--- config.mk ---
export PLATFORM = sky130hd
export DESIGN_NAME = pkt_hdr_reshuffle
export DESIGN_NICKNAME = d
export VERILOG_FILES = /design/src/rtl/rsh_pkg.sv /design/src/rtl/rsh_capture.sv /design/src/rtl/rsh_remap.sv /design/src/rtl/rsh_drain.sv /design/src/rtl/pkt_hdr_reshuffle.sv
export SDC_FILE = /design/constraint.sdc
export NUM_CORES = 1
export LEC_CHECK = 0
export ABC_AREA = 0
export ABC_CLOCK_PERIOD_IN_PS = 3550
export CAP_MARGIN = 20
export CORE_MARGIN = 1.5
export CORE_UTILIZATION = 57
export CTS_CLUSTER_SIZE = 28
export DETAILED_ROUTE_END_ITERATION = 6
export HOLD_SLACK_MARGIN = 0.03
export PLACE_DENSITY = 0.78
export SLEW_MARGIN = 0
export SYNTH_ARGS = -nofsm -noshare
export SYNTH_HDL_FRONTEND = slang
export SYNTH_SLANG_ARGS = --single-unit
--- constraint.sdc ---
create_clock -name clk -period 3.55 [get_ports clk]
set_input_delay 0.71 -clock clk [delete_from_list [all_inputs] [get_ports clk]]
set_output_delay 0.71 -clock clk [all_outputs]
set_load 0.005 [all_outputs]
--- src/rtl/rsh_pkg.sv ---
package rsh_pkg;
  localparam int QUAL_W = 8;

  // Fabric qualifier: type kept, grant bit cleared, two low bits kept,
  // odd parity in bit 0.
  function automatic logic [QUAL_W-1:0] qual_rewrite(input logic [QUAL_W-1:0] q);
    logic [QUAL_W-2:0] body;
    body = {q[7:4], 1'b0, q[2:1]};
    return {body, ~(^body)};
  endfunction
endpackage

--- src/rtl/rsh_capture.sv ---
module rsh_capture #(
  parameter int WORD_W    = 32,
  parameter int MIN_WORDS = 16,
  parameter int MAX_WORDS = 20,
  parameter int CNT_W     = $clog2(MAX_WORDS + 1)
) (
  input  logic                        clk,
  input  logic                        rst_n,
  input  logic                        in_valid,
  output logic                        in_ready,
  input  logic [WORD_W-1:0]           in_data,
  input  logic                        in_sop,
  input  logic                        in_eop,
  input  logic                        in_perr,
  input  logic [3:0]                  cfg_idle_code,
  input  logic                        cfg_drop_err,
  input  logic                        release_done,
  output logic                        held,
  output logic [CNT_W-1:0]            pkt_len,
  output logic [MAX_WORDS*WORD_W-1:0] buf_flat,
  output logic                        grant_valid,
  output logic                        grant_bit
);
  localparam logic [CNT_W-1:0] LIM_HI = CNT_W'(MAX_WORDS);
  localparam logic [CNT_W-1:0] LIM_LO = CNT_W'(MIN_WORDS);

  logic [WORD_W-1:0] mem [MAX_WORDS];
  logic [CNT_W-1:0]  cnt, base, nxt;
  logic              idle_q, perr_q, over_q;
  logic              acc, full_now, idle_w, perr_w, over_w, short_w, drop;

  assign in_ready = !held;
  assign acc      = in_valid && !held;
  assign base     = in_sop ? '0 : cnt;
  assign full_now = (base == LIM_HI);
  assign nxt      = full_now ? base : base + 1'b1;
  assign idle_w   = in_sop ? (in_data[WORD_W-1 -: 4] == cfg_idle_code) : idle_q;
  assign perr_w   = (in_sop ? 1'b0 : perr_q) | in_perr;
  assign over_w   = (in_sop ? 1'b0 : over_q) | full_now;
  assign short_w  = (nxt < LIM_LO);
  assign drop     = idle_w || (cfg_drop_err && (perr_w || over_w || short_w));

  always_ff @(posedge clk) begin
    if (acc && !full_now) mem[base] <= in_data;
  end

  generate
    for (genvar i = 0; i < MAX_WORDS; i++) begin : g_flat
      assign buf_flat[i*WORD_W +: WORD_W] = mem[i];
    end
  endgenerate

  always_ff @(posedge clk) begin
    if (!rst_n) begin
      cnt         <= '0;
      idle_q      <= 1'b0;
      perr_q      <= 1'b0;
      over_q      <= 1'b0;
      held        <= 1'b0;
      pkt_len     <= '0;
      grant_valid <= 1'b0;
      grant_bit   <= 1'b0;
    end else begin
      grant_valid <= acc && in_sop;
      if (acc && in_sop) grant_bit <= in_data[WORD_W-5];
      if (release_done) held <= 1'b0;
      if (acc) begin
        if (in_eop) begin
          cnt    <= '0;
          idle_q <= 1'b0;
          perr_q <= 1'b0;
          over_q <= 1'b0;
          if (!drop) begin
            held    <= 1'b1;
            pkt_len <= nxt;
          end
        end else begin
          cnt    <= nxt;
          idle_q <= idle_w;
          perr_q <= perr_w;
          over_q <= over_w;
        end
      end
    end
  end

  AST_LEN_IN_RANGE: assert property (@(posedge clk) disable iff (!rst_n)
    $rose(held) && $past(cfg_drop_err) |-> (pkt_len >= LIM_LO) && (pkt_len <= LIM_HI));
  AST_HOLD_NEEDS_EOP: assert property (@(posedge clk) disable iff (!rst_n)
    $rose(held) |-> $past(in_valid && in_eop));
endmodule

--- src/rtl/rsh_remap.sv ---
module rsh_remap #(
  parameter int WORD_W    = 32,
  parameter int HDR_WORDS = 4,
  parameter int BYTES     = WORD_W / 8,
  parameter int HDR_BYTES = HDR_WORDS * BYTES,
  parameter int SEL_W     = $clog2(HDR_BYTES)
) (
  input  logic [HDR_WORDS*WORD_W-1:0] hdr_in,
  input  logic [HDR_BYTES*SEL_W-1:0]  sel,
  output logic [HDR_WORDS*WORD_W-1:0] hdr_out
);
  logic [7:0] src [HDR_BYTES];

  generate
    for (genvar w = 0; w < HDR_WORDS; w++) begin : g_src_w
      for (genvar b = 0; b < BYTES; b++) begin : g_src_b
        if (w == 0 && b == 0) begin : g_qual
          assign src[0] = rsh_pkg::qual_rewrite(hdr_in[WORD_W-1 -: 8]);
        end else begin : g_plain
          assign src[w*BYTES+b] = hdr_in[w*WORD_W + WORD_W-1-8*b -: 8];
        end
      end
    end
    for (genvar k = 0; k < HDR_BYTES; k++) begin : g_dst
      assign hdr_out[(k/BYTES)*WORD_W + WORD_W-1-8*(k%BYTES) -: 8] = src[sel[k*SEL_W +: SEL_W]];
    end
  endgenerate
endmodule

--- src/rtl/rsh_drain.sv ---
module rsh_drain #(
  parameter int WORD_W    = 32,
  parameter int MAX_WORDS = 20,
  parameter int HDR_WORDS = 4,
  parameter int CNT_W     = $clog2(MAX_WORDS + 1)
) (
  input  logic                                    clk,
  input  logic                                    rst_n,
  input  logic                                    held,
  input  logic [CNT_W-1:0]                        pkt_len,
  input  logic [HDR_WORDS*WORD_W-1:0]             hdr_flat,
  input  logic [(MAX_WORDS-HDR_WORDS)*WORD_W-1:0] tail_flat,
  input  logic                                    out_ready,
  output logic                                    out_valid,
  output logic [WORD_W-1:0]                       out_data,
  output logic                                    out_sop,
  output logic                                    out_eop,
  output logic                                    release_done
);
  logic [WORD_W-1:0] words [MAX_WORDS];
  logic [CNT_W-1:0]  rd;

  generate
    for (genvar i = 0; i < MAX_WORDS; i++) begin : g_w
      if (i < HDR_WORDS) begin : g_hdr
        assign words[i] = hdr_flat[i*WORD_W +: WORD_W];
      end else begin : g_tail
        assign words[i] = tail_flat[(i-HDR_WORDS)*WORD_W +: WORD_W];
      end
    end
  endgenerate

  assign out_valid    = held;
  assign out_data     = words[rd];
  assign out_sop      = (rd == '0);
  assign out_eop      = (rd == pkt_len - 1'b1);
  assign release_done = held && out_ready && out_eop;

  always_ff @(posedge clk) begin
    if (!rst_n)               rd <= '0;
    else if (release_done)    rd <= '0;
    else if (held && out_ready) rd <= rd + 1'b1;
  end

  AST_OUT_HOLD: assert property (@(posedge clk) disable iff (!rst_n)
    out_valid && !out_ready |=> out_valid && $stable(out_data) && $stable(rd));
  AST_RD_BOUND: assert property (@(posedge clk) disable iff (!rst_n)
    out_valid |-> rd < pkt_len);
endmodule

--- src/rtl/pkt_hdr_reshuffle.sv ---
module pkt_hdr_reshuffle #(
  parameter int WORD_W    = 32,
  parameter int MIN_WORDS = 16,
  parameter int MAX_WORDS = 20,
  parameter int HDR_WORDS = 4,
  localparam int BYTES     = WORD_W / 8,
  localparam int HDR_BYTES = HDR_WORDS * BYTES,
  localparam int SEL_W     = $clog2(HDR_BYTES),
  localparam int CNT_W     = $clog2(MAX_WORDS + 1)
) (
  input  logic                       clk,
  input  logic                       rst_n,
  input  logic                       in_valid,
  output logic                       in_ready,
  input  logic [WORD_W-1:0]          in_data,
  input  logic                       in_sop,
  input  logic                       in_eop,
  input  logic                       in_perr,
  output logic                       out_valid,
  input  logic                       out_ready,
  output logic [WORD_W-1:0]          out_data,
  output logic                       out_sop,
  output logic                       out_eop,
  output logic                       grant_valid,
  output logic                       grant_bit,
  input  logic [3:0]                 cfg_idle_code,
  input  logic                       cfg_drop_err,
  input  logic [HDR_BYTES*SEL_W-1:0] cfg_sel
);
  logic                        held, release_done;
  logic [CNT_W-1:0]            pkt_len;
  logic [MAX_WORDS*WORD_W-1:0] buf_flat;
  logic [HDR_WORDS*WORD_W-1:0] hdr_flat;

  rsh_capture #(.WORD_W(WORD_W), .MIN_WORDS(MIN_WORDS), .MAX_WORDS(MAX_WORDS), .CNT_W(CNT_W)) u_cap (
    .clk, .rst_n, .in_valid, .in_ready, .in_data, .in_sop, .in_eop, .in_perr,
    .cfg_idle_code, .cfg_drop_err, .release_done, .held, .pkt_len, .buf_flat,
    .grant_valid, .grant_bit
  );

  rsh_remap #(.WORD_W(WORD_W), .HDR_WORDS(HDR_WORDS)) u_map (
    .hdr_in (buf_flat[HDR_WORDS*WORD_W-1:0]),
    .sel    (cfg_sel),
    .hdr_out(hdr_flat)
  );

  rsh_drain #(.WORD_W(WORD_W), .MAX_WORDS(MAX_WORDS), .HDR_WORDS(HDR_WORDS), .CNT_W(CNT_W)) u_drn (
    .clk, .rst_n, .held, .pkt_len, .hdr_flat,
    .tail_flat(buf_flat[MAX_WORDS*WORD_W-1:HDR_WORDS*WORD_W]),
    .out_ready, .out_valid, .out_data, .out_sop, .out_eop, .release_done
  );

  AST_NO_DUAL_ACTIVE: assert property (@(posedge clk) disable iff (!rst_n)
    out_valid |-> !in_ready);
  AST_RESUME_AFTER_LAST: assert property (@(posedge clk) disable iff (!rst_n)
    out_valid && out_ready && out_eop |=> in_ready && !out_valid);
endmodule

-- Word-level counts from Yosys, hierarchy flattened
Memory sizes are Yosys's and may differ from the RTL's.
Cells that the tools add are included.
- add/sub/neg operators: 3
- magnitude comparators: 18
- equality and inequality tests: 3
- muxes and demuxes: 66
- bitwise operators: 22
- reduce and logical (&&, ||, !) cells: 15
- operator list (cell ; number):
    binary-select mux 8 bit (select 4 bit) ; 16
    two-way mux 8 bit ; 32
    binary-select mux 32 bit (select 5 bit) ; 1
    >= comparator 5 bit, second input constant ; 16
    inverter 4 -> 5 bit ; 16
    two-way mux 32 bit ; 2
    two-way mux 5 bit ; 3
    two-way mux 1 bit ; 12
    adder 5 x 1 -> 5 bit, second input constant ; 2
    XOR reduction 7 bit ; 1
    >= comparator 6 bit, second input constant ; 1
    logical AND 1 bit ; 6
    inverter 5 -> 6 bit ; 1
    == test 5 bit ; 1
    == test 5 bit, second input constant ; 1
    logical NOT 5 bit ; 1
    < comparator 5 bit, second input constant ; 1
    subtractor 5 x 1 -> 5 bit, second input constant ; 1
    == test 4 bit ; 1
    logical OR 1 bit ; 3
    inverter 1 bit ; 3
    AND reduction 3 bit ; 1
    logical NOT 1 bit ; 2
    OR 1 bit ; 2
    OR reduction 2 bit ; 1
- register bits after elaboration: 21
- RAM bits: 640
- bits of input ports: 108
- output and inout port bits: 38
- word-level logic and storage cells: 137
- memories: 1
- memory list (name ; words ; width ; rd ports ; clocked after memory_dff ; write ports ; RTL line ; RTL):
    u_cap.mem ; 20 ; 32 ; 20 ; 0 ; 1 ; rsh_capture.sv:27 ; logic [WORD_W-1:0] mem [MAX_WORDS];

-- Depth between registers and ports, before layout
- word-level depth: 10
- depth in mapped cells: 10
- gate-level depth less buffers: 9

-- By module
Synthesis repeated with hierarchy kept, for this count alone.
- cells, all modules: 2387
- area, all modules: 43120.1 um2
- modules (own cells, without submodules) (module ; instances ; cells each ; area each (um2) ; sequential area each (um2)):
    rsh_capture ; 1 ; 769 ; 20168.1 ; 19538.7
    rsh_remap ; 1 ; 1075 ; 17366.7 ; 0.0
    rsh_drain ; 1 ; 543 ; 5585.4 ; 100.1

-- Least setup slack after synthesis
No wires, ideal clock.
- path type: input to register
- start point: input port in_sop
- end point: memory u_cap.mem[16][0], enable pin
- data arrival time: 3.281 ns
- path slack: -0.152 ns
- stages: 8
- cell sequence: clkbuf_1 nand2b_1 ha_1 nand2_1 nor3b_2 nor2_1 nand2_1 nor2_1
- cells in the longest elaborated chain, start to end: 6
- ends and longest elaborated chain (item ; RTL line ; RTL):
    start, declared ; pkt_hdr_reshuffle.sv:16 ; input logic in_sop,
    two-way mux 5 bit * ; rsh_capture.sv:34 ; assign base = in_sop ? '0 : cnt;
    == test 5 bit ; rsh_capture.sv:35 ; assign full_now = (base == LIM_HI);
    logical NOT 1 bit ; rsh_capture.sv:44 ; if (acc && !full_now) mem[base] <= in_data;
    logical AND 1 bit ; rsh_capture.sv:44 ;
    two-way mux 1 bit ; rsh_capture.sv:44 ;
    two-way mux 1 bit (implied by the code) ; rsh_capture.sv:44 ;
    end, declared ; rsh_capture.sv:27 ;
Mark *: on every way between the ends. The rest lies on a longest branch, timed or not.

==> impl_metrics.yaml <==
job:
  max_cap_violations: 0
clock_network:
  clock_sinks: 659
  htreeDepth: 2
  cts_hold_buf: 0
  cts_tree: "yes"
  clockBufferDepth: 3
  cts.clk_slew.worst_paths_ps: 70
  cts_root_buf: "clkbuf_16"
  cts_buffers: 61
  clock_latency_ps: 670
placement:
  io_buffers: 145
  gp_congestion: 1.042
  dpl_worst_slack_ps: -797.8
  dp.cells: 3855
  dpl_cell_area_mm2: 0.04977
  hpwl_um: 107700
floorplanning:
  dieHeight_um: 273.5
  coreArea_mm2: 0.07198
  die-width_um: 273.5
  initial_core_util_pct: 57.94
  io_pins: 146
  die_area_mm2: 0.07479
  fp-row-count: 98
power:
  p_leak_nw: 18.58
  ir_drop_mv: 0.7525
  p_per_area_mw_per_mm2: 356.2
  total_power_mw: 19.15
timing:
  max_slew_margin_pct: 23.88
  min_period_over_period_pct: 117.2
  max_freq_mhz: 240.3
  tightest_slew_ps: 1138
  setup_viol: 32
  clock_skew_ps: 50.87
  worst_slack_ps: -612.3
  rsz0062_at_grt: "yes"
  drv_slew: 0
  period_minus_slack_ps: 4162
  hold_viol: 0
setup_path:
  reg2reg_slack_ps: 1110
  reg2reg_to: "u_cap.pkt_len[1]"
  r2r-start: "u_cap.cnt[0]"
  end_kind: "output pin"
  path_class: "reg -> out"
  cp-start-kind: "flop"
  crit_buf_inv: 3
  crit_arrival_ps: 3450
  path_cells: "buf_6 -> xnor2_4 -> xor3_2 -> buf_6 -> mux4_2 -> a211oi_4 -> nor4_4 -> o31a_1 -> buf_2"
  critPathMaxStageDelay_ps: 560
  cpMostUsedCell: "buf_6"
  cp_max_fo: 3
  rr_worst_depth: 9
  worst_path_max_delay_cell: "xor3_2"
  critPathRequiredTime_ps: 2840
  crit_end: "out_data[0]"
  crit_start: "u_cap.mem[0][25]"
  crit_cells: 9
  cpLargestDelayFamily: "XOR/XNOR gates"
yosys:
  ys_seq_area_share_pct: 46.95
  synthCells: 2448
  synthArstFlopShare_pct: 0
  synth_area_per_cell_um2: 17.03
  ys_seq_elements: 659
  synth_cell_types: 66
  synth_edf_count: 638
  synth_flop_cell: "edfxtp_1"
  syn_nets: 2563
  yosysWarnings: 0
  syn_area_mm2: 0.04170
global_routing:
  grt_pass1_wl_um: 240400
  use_met1_pct: 58.69
  use_met2_pct: 70.13
  grt_start_max_net_pins: 53
  grt.total_usage_pct: 45.95
  grt_overflow: 0
  grt_busiest_layer: "met2"
  antenna_found_initial: 11
  use_met3_pct: 13.77
  grt_pass1_vias: 32360
min_path:
  min_path_type: "reg -> reg"
final_layout:
  syn_to_final_growth_pct: 28.92
  num-fill-cells: 4039
  final_design_area_no_fill_mm2: 0.05376
  drive_above_1_share_pct: 56.79
  fin_nets: 3188
  multi_input_area_mm2: 0.02134
  stdcell_count: 4075
  seq_area_mm2: 0.01959
  fin_util_pct: 74.69
drt:
  wl_per_cell_um: 41.83
  routed_wl_um: 170400
  routed_via_density: 7.944
  drc: 0
  postRouteAntennaNets: 0
  drt_iter0_markers: 5729
  vias: 32370
  detail_route.first_pass.iterations: 6
outcome:
  status: "finished, violations left"
  violations: "setup timing"
cell families (layout without fill, tap and decap cells):
group	count (synthesis)	count (layout)	share of synthesized area, %
and+or+nand+nor	281	281	3.040
adders and majority gates	7	7	0.2100
buffers and inverters	372	1046	4.012
xor gates and xnor gates	20	20	0.4891
other	0	3	0
DFF	659	659	46.95
muxes	828	828	40.94
AOI/OAI and AO/OA	281	281	4.360
registers in the layout (all words and copies together), names as in the netlist:
name / flops
u_cap.mem: 638
u_cap.cnt: 5
u_cap.pkt_len: 5
u_drn.rd: 5
u_cap.grant_bit: 1
u_cap.grant_valid: 1
u_cap.held: 1
u_cap.idle_q: 1
u_cap.over_q: 1
u_cap.perr_q: 1
where the power goes:
part	internal [mW]	switching, mW
combinational	1.92	1.83
clock	3.67	3.12
sequential	8.57	0.0498
total	14.2	4.99
synthesized netlist by cell type (all sizes together) (4+ instances only):
master | number | share of area (%)
a211oi | 29 | 0.52
mux2i | 123 | 3.0
a22o | 7 | 0.15
and3 | 8 | 0.12
a221oi | 6 | 0.13
o221ai | 10 | 0.21
ha | 7 | 0.21
buf | 124 | 1.8
mux2 | 10 | 0.27
a31oi | 10 | 0.15
a311o | 5 | 0.12
nor2b | 13 | 0.20
clkbuf | 227 | 2.0
mux4 | 695 | 38
nand2 | 114 | 1.0
edfxtp | 638 | 46
dfxtp | 21 | 1.0
nor3 | 23 | 0.28
o21ai | 70 | 0.84
xnor2 | 10 | 0.21
nand2b | 11 | 0.17
a22oi | 18 | 0.32
nand3 | 16 | 0.19
a21oi | 73 | 0.88
xor2 | 8 | 0.17
o32ai | 5 | 0.11
o22ai | 7 | 0.11
o211ai | 5 | 0.090
nor2 | 73 | 0.66
a21boi | 4 | 0.072
a211o | 14 | 0.29
inv | 19 | 0.17
nor4 | 6 | 0.090
per-stage QoR:
step           hold WS, ps  TNS, ps
2_1_floorplan        458.2   -90390
3_3_place_gp         474.7   -19530
3_5_place_dp         491.5   -19750
4_1_cts              505.3   -10400
5_1_grt              529.9   -11890
6_report             500.0   -10830
cell type report:
cell class | count | share of cell area, %
Clock inverter | 41 | 0.8076
Timing Repair Buffer | 913 | 17.72
Clock buffer | 71 | 2.949
Multi-Input combinational cell | 1417 | 39.70
Sequential cell | 659 | 36.44
Inverter | 21 | 0.1583
Antenna cell | 3 | 0.01396
Tap cell | 950 | 2.211
per-layer routing:
layer	vias to the layer above	part of all wire [%]
li1	11750	-
met1	16430	31
met2	3426	46
met3	758	16
met4	10	7.7
met5	-	0.035
worst reg2reg max path, delay by kind of cell (launching register included):
kind | cells | cell delay (ps)
fa+ha+maj | 1 | 230
xor+xnor | 1 | 180
buf+inv | 1 | 120
simple gates | 3 | 590
compound gates | 3 | 770
flops | 1 | 380
placed cells by master, fill, tap and decap left out, drive strengths merged, types with 4 or more instances in the layout:
master           n
o32ai            5
ha               7
mux4           695
o22ai            7
a31oi           10
inv             23
a21oi           73
a22oi           18
edfxtp         638
dfxtp           21
a221oi           6
nor2b           13
clkbuf          73
a211o           14
mux2i          123
nor4             6
a311o            5
a211oi          29
clkinvlp         4
xnor2           10
nand3           16
nor2            73
nor3            23
a21boi           4
o221ai          10
nand2          114
and3             8
bufinv           6
clkinv          29
nand2b          11
o21ai           70
mux2            10
xor2             8
a22o             7
clkdlybuf4s50   83
buf            823
o211ai           5
what timing repair did:
action                                  CTS  global route
pin swaps                                90            56
buffers inserted                        101            22
endpoints found under the setup margin   33            33
gates resized for setup                 403            63
cloned                                    5             1
how the worst min path moves through the flow:
stage                                 from                to  cells past startpoint
final                      u_cap.grant_bit   u_cap.grant_bit                      2
after global routing      u_cap.pkt_len[1]  u_cap.pkt_len[1]                      2
after CTS                  u_cap.grant_bit   u_cap.grant_bit                      2
after detailed placement   u_cap.grant_bit   u_cap.grant_bit                      2
after global placement     u_cap.grant_bit   u_cap.grant_bit                      2
after floorplan           u_cap.pkt_len[1]  u_cap.pkt_len[1]                      2
Note: power is estimated with default switching activity, not from simulation.
